**src/rtl/tickpwm_pkg.sv**
```systemverilog
package tickpwm_pkg;
  localparam int EN_BIT       = 31;
  localparam int DUTY_LSB     = 16;
  localparam int DUTY_W       = 9;
  localparam int PRESC_LSB    = 0;
  localparam int PRESC_W      = 13;
  localparam int STRIDE_LOG2  = 4;
  localparam int PERIOD_TICKS = 256;
  localparam int TICK_W       = $clog2(PERIOD_TICKS);

  typedef struct packed {
    logic                start;
    logic                en;
    logic [DUTY_W-1:0]   duty;
    logic [PRESC_W-1:0]  presc;
  } chCtl_t;
endpackage

```
**src/rtl/tickpwm_regs.sv**
```systemverilog
module tickpwm_regs
  import tickpwm_pkg::*;
#(
  parameter int NUM_CH = 4,
  parameter int ADDR_W = 8
) (
  input  logic                    clk,
  input  logic                    rstN,
  input  logic                    wrEn,
  input  logic [ADDR_W-1:0]       addr,
  input  logic [31:0]             wrData,
  output logic [31:0]             rdData,
  output chCtl_t [NUM_CH-1:0]     chCtl
);
  localparam int IDX_W = ADDR_W - STRIDE_LOG2;

  logic [31:0]        ctlReg [NUM_CH];
  logic               wordAligned;
  logic [IDX_W-1:0]   chIdx;
  logic [NUM_CH-1:0]  selVec;

  assign wordAligned = (addr[STRIDE_LOG2-1:0] == '0);
  assign chIdx       = addr[ADDR_W-1:STRIDE_LOG2];

  for (genvar g = 0; g < NUM_CH; g++) begin : g_ch
    assign selVec[g] = wordAligned && (chIdx == IDX_W'(g));

    always_ff @(posedge clk or negedge rstN) begin
      if (!rstN) begin
        ctlReg[g] <= '0;
      end else if (wrEn && selVec[g]) begin
        ctlReg[g] <= wrData;
      end
    end

    logic startNow;
    assign startNow = wrEn && selVec[g] && wrData[EN_BIT] && !ctlReg[g][EN_BIT];

    assign chCtl[g].start = startNow;
    assign chCtl[g].en    = ctlReg[g][EN_BIT];
    assign chCtl[g].duty  = startNow ? wrData[DUTY_LSB +: DUTY_W]
                                     : ctlReg[g][DUTY_LSB +: DUTY_W];
    assign chCtl[g].presc = startNow ? wrData[PRESC_LSB +: PRESC_W]
                                     : ctlReg[g][PRESC_LSB +: PRESC_W];
  end

  always_comb begin
    rdData = '0;
    for (int i = 0; i < NUM_CH; i++) begin
      if (selVec[i]) rdData = ctlReg[i];
    end
  end
endmodule

```
**src/rtl/tickpwm_datapath.sv**
```systemverilog
module tickpwm_datapath
  import tickpwm_pkg::*;
#(
  parameter int NUM_CH = 4
) (
  input  logic                 clk,
  input  logic                 rstN,
  input  chCtl_t [NUM_CH-1:0]  chCtl,
  output logic [NUM_CH-1:0]    pwmOut
);
  localparam logic [TICK_W-1:0] LAST_TICK = TICK_W'(PERIOD_TICKS - 1);

  for (genvar g = 0; g < NUM_CH; g++) begin : g_ch
    logic [PRESC_W-1:0] preCnt;
    logic [PRESC_W-1:0] actPresc;
    logic [TICK_W-1:0]  tickCnt;
    logic [DUTY_W-1:0]  actDuty;
    logic               tickHit;
    logic               wrapHit;

    assign tickHit = (preCnt == actPresc);
    assign wrapHit = tickHit && (tickCnt == LAST_TICK);

    always_ff @(posedge clk or negedge rstN) begin
      if (!rstN) begin
        preCnt   <= '0;
        tickCnt  <= '0;
        actPresc <= '0;
        actDuty  <= '0;
      end else if (chCtl[g].start) begin
        preCnt   <= '0;
        tickCnt  <= '0;
        actPresc <= chCtl[g].presc;
        actDuty  <= chCtl[g].duty;
      end else if (!chCtl[g].en) begin
        preCnt   <= '0;
        tickCnt  <= '0;
      end else if (tickHit) begin
        preCnt  <= '0;
        tickCnt <= tickCnt + 1'b1;
        if (wrapHit) begin
          actPresc <= chCtl[g].presc;
          actDuty  <= chCtl[g].duty;
        end
      end else begin
        preCnt <= preCnt + 1'b1;
      end
    end

    assign pwmOut[g] = chCtl[g].en && ({1'b0, tickCnt} < actDuty);
  end
endmodule

```
**src/rtl/tickpwm_top.sv**
```systemverilog
module tickpwm_top
  import tickpwm_pkg::*;
#(
  parameter int NUM_CH = 4,
  parameter int ADDR_W = 8
) (
  input  logic               clk,
  input  logic               rstN,
  input  logic               wrEn,
  input  logic [ADDR_W-1:0]  addr,
  input  logic [31:0]        wrData,
  output logic [31:0]        rdData,
  output logic [NUM_CH-1:0]  pwmOut
);
  chCtl_t [NUM_CH-1:0] chCtl;

  tickpwm_regs #(.NUM_CH(NUM_CH), .ADDR_W(ADDR_W)) regs_i (
    .clk    (clk),
    .rstN   (rstN),
    .wrEn   (wrEn),
    .addr   (addr),
    .wrData (wrData),
    .rdData (rdData),
    .chCtl  (chCtl)
  );

  tickpwm_datapath #(.NUM_CH(NUM_CH)) dp_i (
    .clk    (clk),
    .rstN   (rstN),
    .chCtl  (chCtl),
    .pwmOut (pwmOut)
  );
endmodule

```
**config.mk**
```make
export PLATFORM = sky130hd
export DESIGN_NAME = tickpwm_top
export DESIGN_NICKNAME = d
export VERILOG_FILES = /design/src/rtl/tickpwm_pkg.sv /design/src/rtl/tickpwm_regs.sv /design/src/rtl/tickpwm_datapath.sv /design/src/rtl/tickpwm_top.sv
export SDC_FILE = /design/constraint.sdc
export NUM_CORES = 1
export LEC_CHECK = 0
export BUFFER_PORTS_ARGS = -buffer_cell sky130_fd_sc_hd__buf_2
export CAP_MARGIN = 20
export CORE_MARGIN = 2
export CORE_UTILIZATION = 42
export DETAILED_ROUTE_END_ITERATION = 10
export HOLD_SLACK_MARGIN = 0.02
export REMOVE_ABC_BUFFERS = 1
export SETUP_SLACK_MARGIN = 0.02
export SYNTH_ARGS = -nofsm -noshare
export SYNTH_HDL_FRONTEND = slang
export SYNTH_SLANG_ARGS = --single-unit
```
**constraint.sdc**
```tcl
create_clock -name clk -period 6.65 [get_ports clk]
set_input_delay 0.3325 -clock clk [delete_from_list [all_inputs] [get_ports clk]]
set_output_delay 0.3325 -clock clk [all_outputs]
set_load 0.01 [all_outputs]
```
==> results.sh, run 1 <==
export IMPL_synthesis_area_um2=14700
export IMPL_p_leak_nw=7.84
export IMPL_synthFlopType="dfrtp_1"
export IMPL_initial_core_util_pct=42.6
export IMPL_place_gp_congestion=0.821
export IMPL_yosysWarnings=0
export IMPL_crit_path_cell_trace="xnor2_1 -> nand4_1 -> nor4_2 -> nand4_1 -> and2_1 -> a21oi_1"
export IMPL_status="completed"
export IMPL_finalSetupViolations=0
export IMPL_clock_path_buffers=3
export IMPL_overflow=0
export IMPL_async_flop_share_pct=100
export IMPL_grt_pass1_wl_um=56800
export IMPL_tightest_slew_ns=1.11
export IMPL_antenna_found_initial=0
export IMPL_first_global_vias=9885
export IMPL_die_x_um=191
export IMPL_synth_seq_cells=300
export IMPL_yosysUniqueCellTypes=48
export IMPL_maxCapViolCount=0
export IMPL_hold_class="input pin to register"
export IMPL_cts_tree="done"
export IMPL_multi_input_area_um2=6780
export IMPL_drive_above_1_share_pct=23.2
export IMPL_critPathMaxStageDelay_ns=0.97
export IMPL_core_area_um2=34500
export IMPL_synth_cells=1240
export IMPL_drtIter0Drc=517
export IMPL_die_area_um2=36600
export IMPL_slew_viol_final=0
export IMPL_dp_hpwl_um=23700
export IMPL_ant_nets=0
export IMPL_ios=79
export IMPL_cp_start_kind="register"
export IMPL_post_route_drc_count=0
export IMPL_cpMostUsedCell="nand4_1"
export IMPL_wire_per_inst_um=19.5
export IMPL_critPathKind="register to register"
export IMPL_powerDensity_nw_per_um2=242
export IMPL_grt_total_usage_pct=19.9
export IMPL_grt_max_degree=115
export IMPL_fmaxAchievable_mhz=275
export IMPL_clkTransAtPathRegs_ns=0.06
export IMPL_utilization_pct=48.2
export IMPL_finalCritPeriodShare_pct=54.7
export IMPL_vias_per_cell=5.41
export IMPL_syn_to_final_growth_pct=13.0
export IMPL_ys_seq_area_share_pct=51.0
export IMPL_rsz0062_at_grt="no"
export IMPL_critical_path_slowest_cell="nand4_1"
export IMPL_fillers=3197
export IMPL_finalHoldViolations=0
export IMPL_postRouteWirelength_um=34900
export IMPL_cp_required_ns=7.08
export IMPL_synth_avg_cell_area_um2=11.9
export IMPL_chipHeight_um=191
export IMPL_place_inst=1727
export IMPL_cp_max_fo=23
export IMPL_seqCellArea_um2=7510
export IMPL_slew_headroom_pct=25.3
export IMPL_clockRootBuffer="clkbuf_16"
export IMPL_vias=9648
export IMPL_tns_ns=0
export IMPL_instances_no_fill=1785
export IMPL_portBuffers=78
export IMPL_fin_skew_ns=0.0222
export IMPL_num_antenna_cells=0
export IMPL_cts_htree_levels=2
export IMPL_dr_pass1_iters=5
export IMPL_clock_sinks=300
export IMPL_synth_enable_flop_cells=0
export IMPL_insertion_delay_ns=0.51
export IMPL_numCtsBuffers=34
export IMPL_arrival_ns=4.07
export IMPL_postCtsSetupRepairBufs=0
export IMPL_setup_worst_path_end_class="register"
export IMPL_num_nets_final=1389
export IMPL_rows=68
export IMPL_finalWorstPathRequiredPeriod_ns=3.64
export IMPL_ir_drop_uv=187
==> routing by layer <==
metal  vias to the layer above  global-route usage (%)  routed length [um]
met5                         -                       0                   0
li1                       4569                       -                   -
met2                       170                    31.3               16200
met4                         0                    4.88                 667
met1                      4861                    28.8               16800
met3                        48                    2.92                1180
==> cells in the final DEF, fill, tap and decap left out, types with 36 or more instances in the layout <==
cell type  instances
and2_1            57
buf_2             77
dfrtp_1          300
ha_1              36
inv_1             49
mux2_2           123
nand2_1           51
nor2_1            68
o22ai_1           36
xnor2_1           81
xor2_1            39
==> final cells by class <==
class	count	share of cell area (%)
timing repair buffer	93	3.17
clock inverter	4	0.293
tap	455	3.42
clock buffer	52	6.07
inverter	50	1.13
multi-input combinational	831	40.8
sequential	300	45.1
==> metrics by stage <==
step           hold slack [ns]  setup slack, ns  power, mW  area, um^2
2_1_floorplan           0.0369             2.73       2.11       14500
3_3_place_gp             0.479             3.14       2.25       15500
3_5_place_dp             0.482             3.02       2.25       15500
4_1_cts                 0.0925             3.00       4.08       16600
5_1_grt                  0.108             2.68       4.19       16600
6_report                 0.107             3.01       4.03       16600
==> Yosys cell counts (30+ instances only) <==
cell        n  area share (%)
nand3_1    30             1.0
o21a_1     33             1.7
o21ai_0    33             1.1
a21oi_1    31             1.1
nor2_1     69             1.8
xor2_1     39             2.3
xnor2_1    81             4.8
clkbuf_1   31            0.79
ha_1       36             3.1
o22ai_1    36             1.5
inv_1      49             1.2
and2_1     57             2.4
o22a_1     30             1.8
dfrtp_1   300              51
mux4_2     32             4.9
mux2_2    123             9.4
nand2_1    52             1.3
==> flip-flops by register name, indices dropped and copies added, names as in the netlist <==
signal,cells
regs_i.chCtl,4
dp_i.g_ch.actPresc,52
dp_i.g_ch.preCnt,52
dp_i.g_ch.tickCnt,32
dp_i.g_ch.actDuty,36
regs_i.ctlReg,124
==> critical path: cells and delay by family, from the launching register on <==
kind             cells  cell delay (ns)
AO/OA/AOI/OAI        1             0.25
flip-flops           1             0.42
AND/OR/NAND/NOR      4             2.67
XOR/XNOR             1             0.20
==> power breakdown <==
group,total [mW],switching [mW],internal (mW)
clock,1.81,0.731,1.08
combinational,0.273,0.154,0.120
sequential,1.94,0.0522,1.89
total,4.03,0.938,3.09
==> repair_timing <==
action,4_1_cts,5_1_grt
setup endpoints to repair,0,0
hold buffers,1,0
gates resized for setup,0,0
endpoints found under the hold margin,111,0
==> final timing paths <==
| path | start | endpoint | slack, ns | cells past startpoint |
|---|---|---|---|---|
| max in group asynchronous | rstN | dp_i.g_ch[0].actDuty[6]$_DFFE_PN0P_ | 4.57 | 3 |
| setup reg to reg | dp_i.g_ch[3].preCnt[0]$_DFF_PN0_ | dp_i.g_ch[3].actPresc[0]$_DFFE_PN0P_ | 3.01 | 6 |
| hold / removal | wrData[26] | regs_i.ctlReg[90]$_DFFE_PN0N_ | 0.11 | 2 |
| hold reg to reg | dp_i.g_ch[2].actDuty[0]$_DFFE_PN0P_ | dp_i.g_ch[2].actDuty[0]$_DFFE_PN0P_ | 0.49 | 1 |
| setup / recovery | dp_i.g_ch[3].preCnt[0]$_DFF_PN0_ | dp_i.g_ch[3].actPresc[0]$_DFFE_PN0P_ | 3.01 | 6 |
| min in group asynchronous | rstN | dp_i.g_ch[2].preCnt[7]$_DFF_PN0_ | 0.42 | 2 |
==> cell families after synthesis <==
| kind of cell | after synthesis | share of synthesized area [%] |
|---|---|---|
| AO/OA/AOI/OAI | 188 | 8.34 |
| XOR/XNOR | 120 | 7.14 |
| adder cells (fa/ha/maj) | 36 | 3.06 |
| buffers and inverters | 109 | 3.07 |
| flip-flops | 300 | 51.0 |
| multiplexers | 187 | 16.5 |
| AND/OR/NAND/NOR | 300 | 10.9 |
No activity file was read; power rests on OpenSTA's default activity.
==> inputs of run 2 (changes only) <==
clock period = 3.49 ns   (was 6.65 ns; I/O delays follow)
==> run 2 against run 1 <==
Against the previous run: critical path type is now register to primary output; clock power up 110%; die area unchanged; setup slack got worse by 2.1 ns; core utilization grew 1.5 points; routed wire length grew 1.8%.
==> results.sh, run 2 (same netlist as run 1, synthesis figures left out) <==
export IMPL_die_area_um2=36600
export IMPL_insertion_delay_ns=0.50
export IMPL_num_nets_final=1429
export IMPL_combPwrFrac_pct=7.2
export IMPL_postRouteWirelength_um=35500
export IMPL_post_route_drc_count=0
export IMPL_slew_viol_final=0
export IMPL_cp_max_fo=9
export IMPL_ff2ff_path_depth=7
export IMPL_postCtsSetupRepairBufs=0
export IMPL_grt_total_usage_pct=19.9
export IMPL_dr_pass1_iters=5
export IMPL_cpMostUsedCell="o21ai_0"
export IMPL_cts_tree="done"
export IMPL_overflow=0
export IMPL_slew_headroom_pct=33.6
export IMPL_num_antenna_cells=0
export IMPL_arrival_ns=2.45
export IMPL_portBuffers=78
export IMPL_r2r_start="dp_i.g_ch[3].preCnt[5]$_DFF_PN0_"
export IMPL_numCtsBuffers=35
export IMPL_finalHoldViolations=0
export IMPL_finalWorstPathRequiredPeriod_ns=2.62
export IMPL_instances_no_fill=1831
export IMPL_tns_ns=0
export IMPL_p_leak_nw=8.08
export IMPL_final_cell_mix="300 x dfrtp_1, 123 x mux2_2, 81 x xnor2_1, 77 x buf_2, 68 x nor2_1"
export IMPL_vias_per_cell=5.43
export IMPL_drive_above_1_share_pct=23.8
export IMPL_cp_required_ns=3.32
export IMPL_place_inst=1737
export IMPL_crit_path_start="regs_i.chCtl[70]$_DFFE_PN0N_"
export IMPL_regMostFlops="regs_i.ctlReg"
export IMPL_die_x_um=191
export IMPL_chipHeight_um=191
export IMPL_setup_worst_path_end_class="primary output"
export IMPL_core_area_um2=34500
export IMPL_dp_hpwl_um=24500
export IMPL_top_regs="regs_i.ctlReg (124), dp_i.g_ch.actPresc (52), dp_i.g_ch.preCnt (52)"
export IMPL_rsz0062_at_grt="no"
export IMPL_final_common_cell="dfrtp_1"
export IMPL_maxCapViolCount=0
export IMPL_largest_reg_flops=124
export IMPL_antenna_found_initial=0
export IMPL_clock_sinks=300
export IMPL_critPathKind="register to primary output"
export IMPL_cp_start_kind="register"
export IMPL_fin_skew_ns=0.00839
export IMPL_clock_path_buffers=3
export IMPL_grt_max_degree=104
export IMPL_clkTransAtPathRegs_ns=0.06
export IMPL_tightest_slew_ns=0.996
export IMPL_initial_core_util_pct=42.6
export IMPL_fmaxAchievable_mhz=381
export IMPL_place_gp_congestion=0.798
export IMPL_internal_power_mw=6.15
export IMPL_p_seq_share_pct=46.3
export IMPL_hold_depth=3
export IMPL_ant_nets=0
export IMPL_wire_per_inst_um=19.4
export IMPL_p_switching_mw=1.85
export IMPL_drtIter0Drc=543
export IMPL_hold_class="input pin to register"
export IMPL_finalCritPeriodShare_pct=75.2
export IMPL_finalSetupViolations=0
export IMPL_status="completed"
export IMPL_first_global_vias=10100
export IMPL_crit_path_cell_trace="clkinv_1 -> or4_1 -> a21oi_1 -> o21ai_0 -> o21ai_0 -> buf_2"
export IMPL_syn_to_final_growth_pct=16.6
export IMPL_grt_pass1_wl_um=57200
export IMPL_pwr_share_clk_pct=46.5
export IMPL_worstHoldStart="wrData[18]"
export IMPL_ir_drop_uv=298
export IMPL_p_sw_share_pct=23.2
export IMPL_critPathMaxStageDelay_ns=0.59
export IMPL_ios=79
export IMPL_clockRootBuffer="clkbuf_16"
export IMPL_cts_htree_levels=2
export IMPL_vias=9936
export IMPL_critical_path_slowest_cell="or4_1"
export IMPL_totalPowerFinal_mw=8.00
export IMPL_post_cts_resized=0
export IMPL_utilization_pct=49.7
export IMPL_powerDensity_nw_per_um2=466
export IMPL_rows=68
run 2: cell types whose count changed in the layout (fill, tap and decap cells not counted), sizes merged:
cell / delta
buf: +9
clkinv: +4
clkinvlp: +2
dlygate4sd3: +30
bufinv: +1
inv: -1
clkbuf: +1
run 2: area by class of cell:
cell class,count,area [um^2]
clock buffer,53,1080
clock inverter,10,105
fill,3141,17400
inverter,50,188
multi-input combinational,831,6780
sequential,300,7510
tap,455,569
timing repair buffer,132,933
run 2: repair_timing:
| action | in CTS | in global routing |
|---|---|---|
| setup endpoints to repair | 0 | 0 |
| hold endpoints to repair | 156 | 0 |
| hold buffers | 31 | 0 |
run 2: path summary, 6_finish.rpt:
path	slack, ns	end
min in group asynchronous	0.34	regs_i.ctlReg[42]$_DFFE_PN0N_
worst max register to register	1.06	dp_i.g_ch[3].actPresc[9]$_DFFE_PN0P_
max in group asynchronous	2.25	dp_i.g_ch[1].actDuty[4]$_DFFE_PN0P_
worst min register to register	0.50	regs_i.ctlReg[27]$_DFFE_PN0N_
worst max-delay path	0.87	pwmOut[2]
worst min-delay path	0.04	dp_i.g_ch[1].actDuty[2]$_DFFE_PN0P_
run 2: power groups by stage:
stage | Combinational, mW | Sequential [mW] | Clock (mW)
after floorplan | 0.296 | 3.72 | 0
after global placement | 0.549 | 3.76 | 0
after detailed placement | 0.558 | 3.76 | 0
after CTS | 0.587 | 3.70 | 3.80
after global routing | 0.638 | 3.72 | 3.94
final | 0.575 | 3.70 | 3.72
run 2: metrics by stage:
stage | hold slack, ns | setup slack [ns] | area [um^2]
after CTS | 0.0206 | 0.892 | 17200
after detailed placement | 0.299 | 0.785 | 15700
final | 0.0389 | 0.865 | 17200
after global routing | 0.0341 | 0.708 | 17200
after global placement | 0.300 | 0.828 | 15700
after floorplan | -0.121 | -0.274 | 14500
run 2: critical path: cells and delay by family, from the launching register on:
family	cells	cell delay (ns)
simple gates	1	0.59
buf+inv	2	0.51
compound gates	3	0.34
flops	1	0.51
run 2: routing by layer:
metal / wire, um / global-route usage [%]
met5: 0 / 0
met3: 1490 / 2.81
met1: 16400 / 28.2
met2: 16600 / 31.8
met4: 974 / 5.86
==> inputs of run 3 (changes only) <==
clock period = 2.4 ns   (was 3.49 ns; I/O delays follow)
==> run 3 against run 2 <==
Against the previous run: routed wire length is 0.59% higher; critical path type is now register to register; critical endpoint is now dp_i.g_ch[1].tickCnt[6]$_DFFE_PN0P_; register-to-register slack worse by 0.96 ns; clock-buffer cell count is 2 lower; clock skew is 0.0050 ns higher; die area stayed put.
==> results.sh, run 3 (same netlist as run 1, synthesis figures left out) <==
export IMPL_finalCritPeriodShare_pct=95.8
export IMPL_tightest_slew_ns=0.412
export IMPL_dr_wl_met3_um=1090
export IMPL_finalSetupViolations=0
export IMPL_die_x_um=191
export IMPL_maxCapViolCount=0
export IMPL_top_regs="regs_i.ctlReg (124), dp_i.g_ch.actPresc (52), dp_i.g_ch.preCnt (52)"
export IMPL_drive_above_1_share_pct=25.8
export IMPL_ant_nets=0
export IMPL_clockRootBuffer="clkbuf_16"
export IMPL_antenna_found_initial=0
export IMPL_dr_pass1_iters=5
export IMPL_tns_ns=0
export IMPL_initial_core_util_pct=42.6
export IMPL_post_route_drc_count=0
export IMPL_fmaxAchievable_mhz=435
export IMPL_clock_path_buffers=3
export IMPL_combPwrFrac_pct=7.4
export IMPL_chipHeight_um=191
export IMPL_first_global_vias=10100
export IMPL_cts_htree_levels=2
export IMPL_utilization_pct=50.8
export IMPL_p_sw_share_pct=22.8
export IMPL_dp_hpwl_um=25000
export IMPL_clkTransAtPathRegs_ns=0.06
export IMPL_grt_total_usage_pct=20.2
export IMPL_internal_power_mw=9.11
export IMPL_critPathKind="register to register"
export IMPL_slew_viol_final=0
export IMPL_clock_sinks=300
export IMPL_largest_reg_flops=124
export IMPL_grt_pass1_wl_um=57800
export IMPL_p_leak_nw=8.28
export IMPL_design_area_um2=17600
export IMPL_insertion_delay_ns=0.51
export IMPL_vias=9901
export IMPL_wl_met2_um=16900
export IMPL_drtIter0Drc=556
export IMPL_wl_met1_um=17100
export IMPL_slew_headroom_pct=72.3
export IMPL_vias_per_cell=5.31
export IMPL_num_nets_final=1462
export IMPL_grt_max_degree=73
export IMPL_powerDensity_nw_per_um2=672
export IMPL_regMostFlops="regs_i.ctlReg"
export IMPL_place_gp_congestion=0.798
export IMPL_portBuffers=78
export IMPL_placedInstanceArea_um2=15900
export IMPL_p_switching_mw=2.69
export IMPL_core_area_um2=34500
export IMPL_totalPowerFinal_mw=11.8
export IMPL_rows=68
export IMPL_wire_per_inst_um=19.2
export IMPL_cp_required_ns=2.79
export IMPL_overflow=0
export IMPL_arrival_ns=2.69
export IMPL_ir_drop_uv=570
export IMPL_hold_class="input pin to async pin"
export IMPL_fillers=3160
export IMPL_cp_max_fo=7
export IMPL_die_area_um2=36600
export IMPL_top_layer="met4"
export IMPL_finalWorstPathRequiredPeriod_ns=2.30
export IMPL_numCtsBuffers=35
export IMPL_finalHoldViolations=0
export IMPL_pwr_share_clk_pct=46.9
export IMPL_setup_worst_path_end_class="register"
export IMPL_cp_start_kind="register"
export IMPL_ios=79
export IMPL_fin_skew_ns=0.0134
export IMPL_status="completed"
export IMPL_postRouteWirelength_um=35700
export IMPL_final_common_cell="dfrtp_1"
export IMPL_p_seq_share_pct=45.7
export IMPL_num_antenna_cells=0
export IMPL_final_cell_mix="298 x dfrtp_1, 123 x mux2_2, 81 x xnor2_1, 77 x buf_2, 68 x nor2_1"
export IMPL_syn_to_final_growth_pct=19.3
export IMPL_cts_tree="done"
[run 3: cell count changes in the layout (fill, tap and decap cells not counted), sizes merged]
cell / previous run / this run
buf: 101 / 132
bufinv: 2 / 4
clkbuf: 53 / 51
clkinvlp: 2 / 1
dlygate4sd3: 31 / 33
[run 3: what timing repair did]
| action | 4_1_cts | 5_1_grt |
|---|---|---|
| setup buffers | 1 | 5 |
| pin swaps | 0 | 4 |
| endpoints found under the setup margin | 1 | 4 |
| endpoints found under the hold margin | 416 | 0 |
| gates resized for setup | 1 | 9 |
| hold buffers | 33 | 0 |
[run 3: final cells by class]
type	instances	area (um^2)	area share, %
clock buffer	51	1050	5.97
sequential	300	7510	42.8
inverter	50	188	1.07
timing repair buffer	165	1270	7.26
tap	455	569	3.24
multi-input combinational	831	6810	38.8
clock inverter	11	158	0.898
[run 3: power groups by stage]
| stage | logic [mW] | registers, mW | clock network [mW] |
|---|---|---|---|
| 3_5_place_dp | 0.837 | 5.48 | 0 |
| 5_1_grt | 0.966 | 5.41 | 5.86 |
| 2_1_floorplan | 0.431 | 5.41 | 0 |
| 6_report | 0.870 | 5.39 | 5.54 |
| 3_3_place_gp | 0.826 | 5.48 | 0 |
| 4_1_cts | 0.884 | 5.39 | 5.66 |
[run 3: critical path, cell delays in order, from the launching register on]
cell and delay, ns:
dfrtp_1 0.42, xnor2_1 0.20, nand4_1 0.17, or4_1 0.67
nor4_1 0.42, xor2_1 0.12, and2_1 0.18
[run 3: worst paths after layout]
check                                                 start                               endpoint  slack, ns  depth (start not counted)
max in group asynchronous                              rstN          regs_i.ctlReg[20]$_DFFE_PN0N_       1.57                          3
setup / recovery           dp_i.g_ch[1].preCnt[4]$_DFF_PN0_    dp_i.g_ch[1].tickCnt[6]$_DFFE_PN0P_       0.10                          6
hold reg to reg               regs_i.ctlReg[45]$_DFFE_PN0N_          regs_i.ctlReg[45]$_DFFE_PN0N_       0.50                          1
hold / removal                                         rstN       dp_i.g_ch[2].preCnt[7]$_DFF_PN0_        0.1                          2
setup reg to reg           dp_i.g_ch[1].preCnt[4]$_DFF_PN0_    dp_i.g_ch[1].tickCnt[6]$_DFFE_PN0P_       0.10                          6
min in group clk                                       wrEn  dp_i.g_ch[1].actPresc[10]$_DFFE_PN0P_       0.31                          6
[run 3: metrics by stage]
step,hold slack [ns],instances,setup slack (ns)
floorplan,-0.176,1181,-1.31
global placement,0.0478,1762,0.0542
detailed placement,0.0448,1762,0.0314
CTS,0.0917,1858,0.0216
global route,0.112,1863,-0.0555
finish,0.0971,1863,0.100
[run 3: per-layer routing]
metal / vias up / global-route usage (%)
li1: 4693 / -
met1: 5006 / 29.0
met2: 152 / 32.3
met3: 50 / 2.72
met4: 0 / 4.97
met5: - / 0
